--- src/rtl/spo_pkg.sv ---
package spo_pkg;
  typedef enum logic [2:0] {
    OP_OTHER = 3'd0,
    OP_PUSH  = 3'd1,
    OP_POP   = 3'd2,
    OP_CALL  = 3'd3,
    OP_RET   = 3'd4,
    OP_SPACC = 3'd5
  } op_e;

  typedef enum logic [1:0] {
    UK_PASS  = 2'd0,
    UK_STORE = 2'd1,
    UK_LOAD  = 2'd2,
    UK_SYNC  = 2'd3
  } uop_e;

  // offset after one stack step; down = toward lower addresses
  function automatic int step_off(input int cur, input bit down, input int step);
    return down ? cur - step : cur + step;
  endfunction

  // true when a value falls outside the offset field's usable range
  function automatic bit outside(input int v, input int lo, input int hi);
    return (v < lo) || (v > hi);
  endfunction
endpackage

--- src/rtl/spo_classify.sv ---
module spo_classify
  import spo_pkg::*;
(
  input  logic [2:0] op,
  output logic       is_down,
  output logic       is_up,
  output logic       is_sp_touch
);
  always_comb begin
    is_down     = 1'b0;
    is_up       = 1'b0;
    is_sp_touch = 1'b0;
    case (op_e'(op))
      OP_PUSH, OP_CALL: is_down     = 1'b1;
      OP_POP,  OP_RET:  is_up       = 1'b1;
      OP_SPACC:         is_sp_touch = 1'b1;
      default: ;
    endcase
  end
endmodule

--- src/rtl/spo_offset_reg.sv ---
module spo_offset_reg #(
  parameter int OFF_W = 8
) (
  input  logic                    clk,
  input  logic                    rst_n,
  input  logic                    clr,
  input  logic                    upd,
  input  logic signed [OFF_W-1:0] nxt,
  output logic signed [OFF_W-1:0] q
);
  always_ff @(posedge clk) begin
    if (!rst_n)   q <= '0;
    else if (clr) q <= '0;
    else if (upd) q <= nxt;
  end
endmodule

--- src/rtl/spo_engine.sv ---
module spo_engine
  import spo_pkg::*;
#(
  parameter int OFF_W = 8,
  parameter int STEP  = 8,
  parameter int TAG_W = 8
) (
  input  logic             clk,
  input  logic             rst_n,
  input  logic             in_valid,
  output logic             in_ready,
  input  logic [2:0]       in_op,
  input  logic [TAG_W-1:0] in_tag,
  input  logic             evt_irq,
  output logic             uop_valid,
  output logic [1:0]       uop_kind,
  output logic [OFF_W-1:0] uop_off,
  output logic [TAG_W-1:0] uop_tag
);
  localparam int OFF_LO = -(2 ** (OFF_W - 1));
  localparam int OFF_HI = (2 ** (OFF_W - 1)) - STEP;

  logic is_down, is_up, is_sp_touch;
  logic signed [OFF_W-1:0] off_q;
  logic signed [OFF_W-1:0] off_nxt;
  int   cur_i, nxt_i;
  logic ovf_hit;     // next step would leave the field
  logic sync_need;   // sync micro-op emitted this cycle
  logic fire_in;     // input accepted this cycle
  logic off_upd;

  spo_classify u_cls (
    .op          (in_op),
    .is_down     (is_down),
    .is_up       (is_up),
    .is_sp_touch (is_sp_touch)
  );

  always_comb begin
    cur_i   = int'(off_q);
    nxt_i   = step_off(cur_i, is_down, STEP);
    ovf_hit = (is_down || is_up) && outside(nxt_i, OFF_LO, OFF_HI);
    off_nxt = OFF_W'(nxt_i);
  end

  assign sync_need = (off_q != '0) &&
                     (evt_irq || (in_valid && (is_sp_touch || ovf_hit)));
  assign in_ready  = !sync_need;
  assign fire_in   = in_valid && in_ready;
  assign off_upd   = fire_in && (is_down || is_up);

  spo_offset_reg #(.OFF_W(OFF_W)) u_off (
    .clk   (clk),
    .rst_n (rst_n),
    .clr   (sync_need),
    .upd   (off_upd),
    .nxt   (off_nxt),
    .q     (off_q)
  );

  always_comb begin
    uop_valid = 1'b0;
    uop_kind  = UK_PASS;
    uop_off   = '0;
    uop_tag   = '0;
    if (sync_need) begin
      uop_valid = 1'b1;
      uop_kind  = UK_SYNC;
      uop_off   = off_q;
    end else if (fire_in) begin
      uop_valid = 1'b1;
      uop_tag   = in_tag;
      if (is_down) begin
        uop_kind = UK_STORE;
        uop_off  = off_nxt;
      end else if (is_up) begin
        uop_kind = UK_LOAD;
        uop_off  = off_q;
      end
    end
  end
endmodule

--- config.mk ---
export PLATFORM = sky130hd
export DESIGN_NAME = spo_engine
export DESIGN_NICKNAME = d
export VERILOG_FILES = /design/src/rtl/spo_pkg.sv /design/src/rtl/spo_classify.sv /design/src/rtl/spo_offset_reg.sv /design/src/rtl/spo_engine.sv
export SDC_FILE = /design/constraint.sdc
export NUM_CORES = 1
export LEC_CHECK = 0
export ABC_AREA = 1
export BUFFER_PORTS_ARGS = -buffer_cell sky130_fd_sc_hd__buf_2
export CORE_MARGIN = 1.5
export CORE_UTILIZATION = 48
export CTS_CLUSTER_DIAMETER = 80
export DETAILED_ROUTE_END_ITERATION = 8
export PLACE_DENSITY_LB_ADDON = 0.1
export SLEW_MARGIN = 20
export SYNTH_ARGS = -nofsm -noshare
export SYNTH_HDL_FRONTEND = slang
export SYNTH_SLANG_ARGS = --single-unit
--- constraint.sdc ---
create_clock -name clk -period 5.3 [get_ports clk]
set_input_delay 0.53 -clock clk [delete_from_list [all_inputs] [get_ports clk]]
set_output_delay 0.53 -clock clk [all_outputs]
set_load 0.02 [all_outputs]
; ---- Word level (Yosys, flattened, before mapping)
; Cells that the tools add are included.
[totals]
reg_bits = 8
inputBits = 15
out_inout_bits = 20
word_cells = 41
[op_classes]
addsub = 2
order_cmp = 2
n_eq_ne = 5
muxes = 16
bitwise = 1
reduce_logical = 14
[ops]
columns = cell, n
row1 = 8-bit two-way mux, 6
row2 = 32-bit by 8-bit greater-than comparator with 1-bit output (second input constant), 1
row3 = 32-bit by 8-bit less-than comparator with 1-bit output (second input constant), 1
row4 = 32-bit two-way mux, 1
row5 = 8-bit by 5-bit adder with 9-bit output (second input constant), 1
row6 = 8-bit by 5-bit subtractor with 9-bit output (second input constant), 1
row7 = 2-bit two-way mux, 4
row8 = 8-bit nonzero test, 1
row9 = 3-bit by 2-bit equality test with 1-bit output (second input constant), 2
row10 = 3-bit equality test (second input constant), 2
row11 = 2-bit OR reduction, 3
row12 = 1-bit logical AND, 5
row13 = 1-bit two-way mux, 5
row14 = 1-bit logical OR, 4
row15 = 3-bit by 1-bit equality test with 1-bit output (second input constant), 1
row16 = 1-bit zero test, 1
row17 = 1-bit NOT, 1

; ---- Logic depth before layout (Yosys ltp)
[logic_depth]
ltp_word = 15
ltp_mapped = 18
mapped_depth_nobuf = 18

; ---- By module
; A second synthesis with hierarchy kept.
[unflattened]
hier_cells = 163
area_unflattened_um2 = 957.2
[by_module_without_submodules]
columns = module, instances, cells_each, area_each_um2, seq_area_each_um2
row1 = spo_engine, 1, 118, 639.4, 0.0
row2 = spo_offset_reg, 1, 36, 282.8, 160.2
row3 = spo_classify, 1, 9, 35.0, 0.0

; ---- Worst setup path after synthesis
; Ideal clock, no wire load.
[synth_timing]
kind = input-to-output
from = input in_op[0]
to = output uop_off[4]
arrival_time_ps = 2930
required_time_ps = 4770
slack_ps = 1840
cell_stages = 17
path_buffers = 0
path_cell_list = inv_1 > nor2_1 > inv_1 > fa_1 > nand3b_1 > nand3_1 > nand2_1 > nor2_1 > nand2_1 > nand2_1 > nand2_1 > nand2_1 > nand2_1 > nand2_2 > o21ai_0 > nand2_1 > o21ai_0
[synth_via]
elab_chain_len = 15
elab_cells_between_ends = 26
cone_classes = order compare: 2 / eq/ne: 5 / mux: 8 / reduce/logical: 11
[synth_rtl]
columns = item, line_no
row1 = from (decl), spo_engine.sv:12  ; input logic [2:0] in_op,
row2 = 3-bit by 1-bit equality test with 1-bit output or 3-bit by 2-bit equality test with 1-bit output (tied branches), spo_classify.sv:13  ; case (op_e'(op))
row3 = 2-bit OR reduction, spo_classify.sv:13
row4 = 1-bit two-way mux, spo_classify.sv:13
row5 = 32-bit two-way mux, spo_pkg.sv:20  ; return down ? cur - step : cur + step;
row6 = 32-bit by 8-bit less-than comparator with 1-bit output or 32-bit by 8-bit greater-than comparator with 1-bit output (tied branches), spo_pkg.sv:25  ; return (v < lo) || (v > hi);
row7 = 1-bit logical OR, spo_pkg.sv:25
row8 = 1-bit logical AND, spo_engine.sv:42  ; ovf_hit = (is_down || is_up) && outside(nxt_i, OFF_LO, OFF_HI);
row9 = 1-bit logical OR, spo_engine.sv:47  ; (evt_irq || (in_valid && (is_sp_touch || ovf_hit)));
row10 = 1-bit logical AND, spo_engine.sv:47
row11 = 1-bit logical OR, spo_engine.sv:47
row12 = 1-bit logical AND, spo_engine.sv:46  ; assign sync_need = (off_q != '0) &&
row13 = 1-bit zero test, spo_engine.sv:48  ; assign in_ready = !sync_need;
row14 = 1-bit logical AND, spo_engine.sv:49  ; assign fire_in = in_valid && in_ready;
row15 = 8-bit two-way mux, spo_engine.sv:70  ; end else if (fire_in) begin
row16 = 8-bit two-way mux *, spo_engine.sv:66  ; if (sync_need) begin
row17 = to (decl), spo_engine.sv:17  ; output logic [OFF_W-1:0] uop_off,
; Mark *: on every way between the ends. The rest lies on a longest branch, timed or not.

; ---- Final worst setup path
[layout_timing]
from = input in_op[2]
to = output uop_off[7]
; The elaborated chain is that of the path after synthesis.

==> summary.txt <==
Final layout
  • Reg area: 100.1 um^2
  • Multi-input logic area: 471.7 um^2
  • Most frequent cells in the layout: nand2_1, buf_2, inv_1
  • Biggest register: u_off.q
  • Max reg flops: 5
  • Nets@finish: 179
  • Finished layout cell area: 877.1 um^2
  • Share of cells above drive strength 1: 0.2420
  • Fillers: 131
  • Layout area overhead: 23.20%
  • Top flop regs: u_off.q x5
  • Number of diodes: 0
  • Commonest non-fill, non-tap cell in the layout: nand2_1

Timing
  • Fmax: 277.6 MHz
  • Setup Skew: 0.001005 ns
  • Final setup margin: 1.698 ns
  • Fin crit period: 3.602 ns
  • Final Cycle Share: 0.6796
  • TNS Setup: 0 ns
  • # setup viols final: 0
  • RSZ-0062 raised after global routing: no
  • Slew Limit Fails: 0
  • Hold Vio Cnt, Final: 0

GRT
  • First-pass GRT wire length: 3049 um
  • Antenna violations before repair: 0
  • Largest net degree at the start of global routing: 16
  • All-Layer GR Usage: 0.2144
  • Total grt overflow: 0
  • Vias in the first global route: 771

Clocking
  • Number of buffers created by CTS: 3
  • Clock transition at path regs: 0.04 ns
  • Clock root buffer: clkbuf_4
  • Clock sinks: 5
  • Cells resized by post-CTS repair: 0
  • Clk Latency, worst-skew pair: 0.23 ns
  • H-Tree Depth: 1
  • CTS max path bufs: 2
  • TritonCTS clock tree: done
  • Cts hold-fix bufs: 0
  • Post-CTS Setup Bufs: 0

Floorplanning
  • Die area: 1723 um^2
  • Die Width: 41.51 um
  • Boundary pin count: 35
  • Die span in y: 41.51 um
  • Cell row count: 13
  • Starting Density: 0.5338
  • Core ar.: 1334 um^2

Power
  • Worst vdd ir: 0.1368 mV
  • Clock share of power: 0.227
  • Flop pwr share: 0.242
  • P_int: 100.9 uW
  • Static leakage: 0.5343 nW
  • Net switching share of the total power: 0.4532
  • Pwr Density: 210.4 nW/um^2
  • Final Power: 184.6 uW
  • Logic gate share of total power: 0.530
  • Net Sw Power: 83.64 uW

Worst setup path
  • WP data arrival: 3.07 ns
  • Critical Path Max Stage Delay: 0.41 ns
  • Critical path buffers and inverters: 4
  • Crit-path cells: buf_2, nor2_1, buf_4, inv_1, fa_1, nand3b_1, nand3_1, nand2_1, nor2_1, nand2_1, nand2_1, nand2_1, nand2_1, nand2_1, nand2_2, nand2_1, o21ai_0, buf_2
  • Crit Path Max Fanout: 15
  • Crit path kind: in2out
  • Critical path's top delay family: simple AND/OR/NAND/NOR gates
  • Critical Path Start Type: input port
  • CP max-delay cell: fa_1
  • Crit. End Element: output pin
  • Crit path top cell by count: nand2_1
  • Data required, critical path: 4.77 ns

Synthesis
  • Yosys warns: 0
  • Post-synthesis mux area share: 0
  • Post-Synthesis Cells: 125
  • Mean post-synth cell area: 5.695 um^2
  • #FFs+latches synth: 5
  • Simple-gate share of the synthesized area: 0.3866
  • Netlist Area Pre-Place: 711.9 um^2
  • Main combinational cell family by area after synthesis: simple AND/OR/NAND/NOR gates
  • Synth Area in XOR/XNOR: 0.01230
  • Synth Area in Adders: 0.1160
  • Number of distinct library cells after synthesis: 24
  • Compound-Gate Fraction of Synth Area: 0.1318
  • Sequential share of the synthesized area: 0.1406

Routing
  • Drt first pass iters: 4
  • # DRC: 0
  • Avg WL per Cell: 9.738 um
  • Starting DRT DRC Count: 14
  • Total number of vias: 848
  • Routed wire length: 1675 um
  • Via density: 4.930
  • Antenna-violating nets left: 0

Status
  • Run status: finished clean

Placed design
  • Worst slack, placed: 1.685 ns
  • Post-DP HPWL: 1408 um
  • Port bufs: 31
  • Placed Area: 850.8 um^2
  • Routability cong.: 0.8572

Worst hold path
  • Worst hold-check path type: reg2reg

Flow run
  • MaxCap Viol Count: 0
worst min-delay path: cells and delay by family (launching register included):
| kind | cells | cell delay [ns] |
|---|---|---|
| AO/OA/AOI/OAI | 1 | 0.05 |
| flip-flops | 1 | 0.33 |
| AND/OR/NAND/NOR | 1 | 0.07 |
synthesized netlist by cell type:
cell        n  share of area
and3_1      1         0.0088
o22ai_1     1         0.0088
conb_1      1         0.0053
o2111ai_1   1          0.012
nand2_2     1         0.0088
nand3_1     3          0.021
o21ai_0     7          0.049
nand3b_1    1          0.011
buf_4       3          0.032
nand4_1     6          0.053
fa_1        1          0.028
a21oi_1     7          0.049
inv_1      26           0.14
nor3_1      2          0.014
nor4_1      1         0.0088
buf_2       1         0.0070
nand3_2     1          0.014
xor2_1      1          0.012
nor2_1     12          0.063
dfxtp_1     5           0.14
ha_1        5          0.088
nand2_1    35           0.18
o21ai_2     1          0.012
buf_6       2          0.032
routing by layer:
layer / GRT usage / wire length, um
met1: 0.2907 / 760
met2: 0.3531 / 824
met3: 0.008696 / 90
met4: 0.09032 / 0
met5: 0 / 0
power groups by stage:
| stage | combinational, mW | clock, mW | sequential (mW) |
|---|---|---|---|
| final | 0.0979 | 0.0420 | 0.0447 |
| after global placement | 0.0966 | 0 | 0.0452 |
| after CTS | 0.0982 | 0.0448 | 0.0445 |
| after global routing | 0.111 | 0.0466 | 0.0451 |
| after floorplan | 0.0773 | 0 | 0.0437 |
| after detailed placement | 0.0980 | 0 | 0.0451 |
path summary, 6_finish.rpt:
kind / startpoint / endpoint / slack (ns) / cells after the start
min reg2reg: u_off.q[5]$_SDFFE_PP0P_ / u_off.q[5]$_SDFFE_PP0P_ / 0.50 / 2
max: in_op[2] / uop_off[7] / 1.70 / 18
max reg2reg: u_off.q[3]$_SDFFE_PP0P_ / u_off.q[6]$_SDFFE_PP0P_ / 2.80 / 15
min: u_off.q[5]$_SDFFE_PP0P_ / u_off.q[5]$_SDFFE_PP0P_ / 0.50 / 2
kinds of logic after synthesis:
group | count (synthesis)
simple gates | 63
flops | 5
compound gates | 17
fa+ha+maj | 6
buf+inv | 32
other cells | 1
xor+xnor | 1
layout make-up:
type                    count  share of cell area
repair buffers             32              0.1854
flip-flops and latches      5              0.1141
well taps                  15             0.02140
clock buffers               4             0.02996
inverters                  26              0.1113
multi-input cells          90              0.5378
per-stage QoR:
| stage | hold WS (ns) | instances | util |
|---|---|---|---|
| floorplan | 0.4584 | 127 | - |
| global placement | 0.4930 | 168 | 0.6379 |
| detailed placement | 0.4953 | 168 | 0.6379 |
| CTS | 0.4965 | 172 | 0.6576 |
| global route | 0.5451 | 172 | 0.6576 |
| finish | 0.5032 | 172 | 0.6576 |
(Power assumes the default switching activity.)
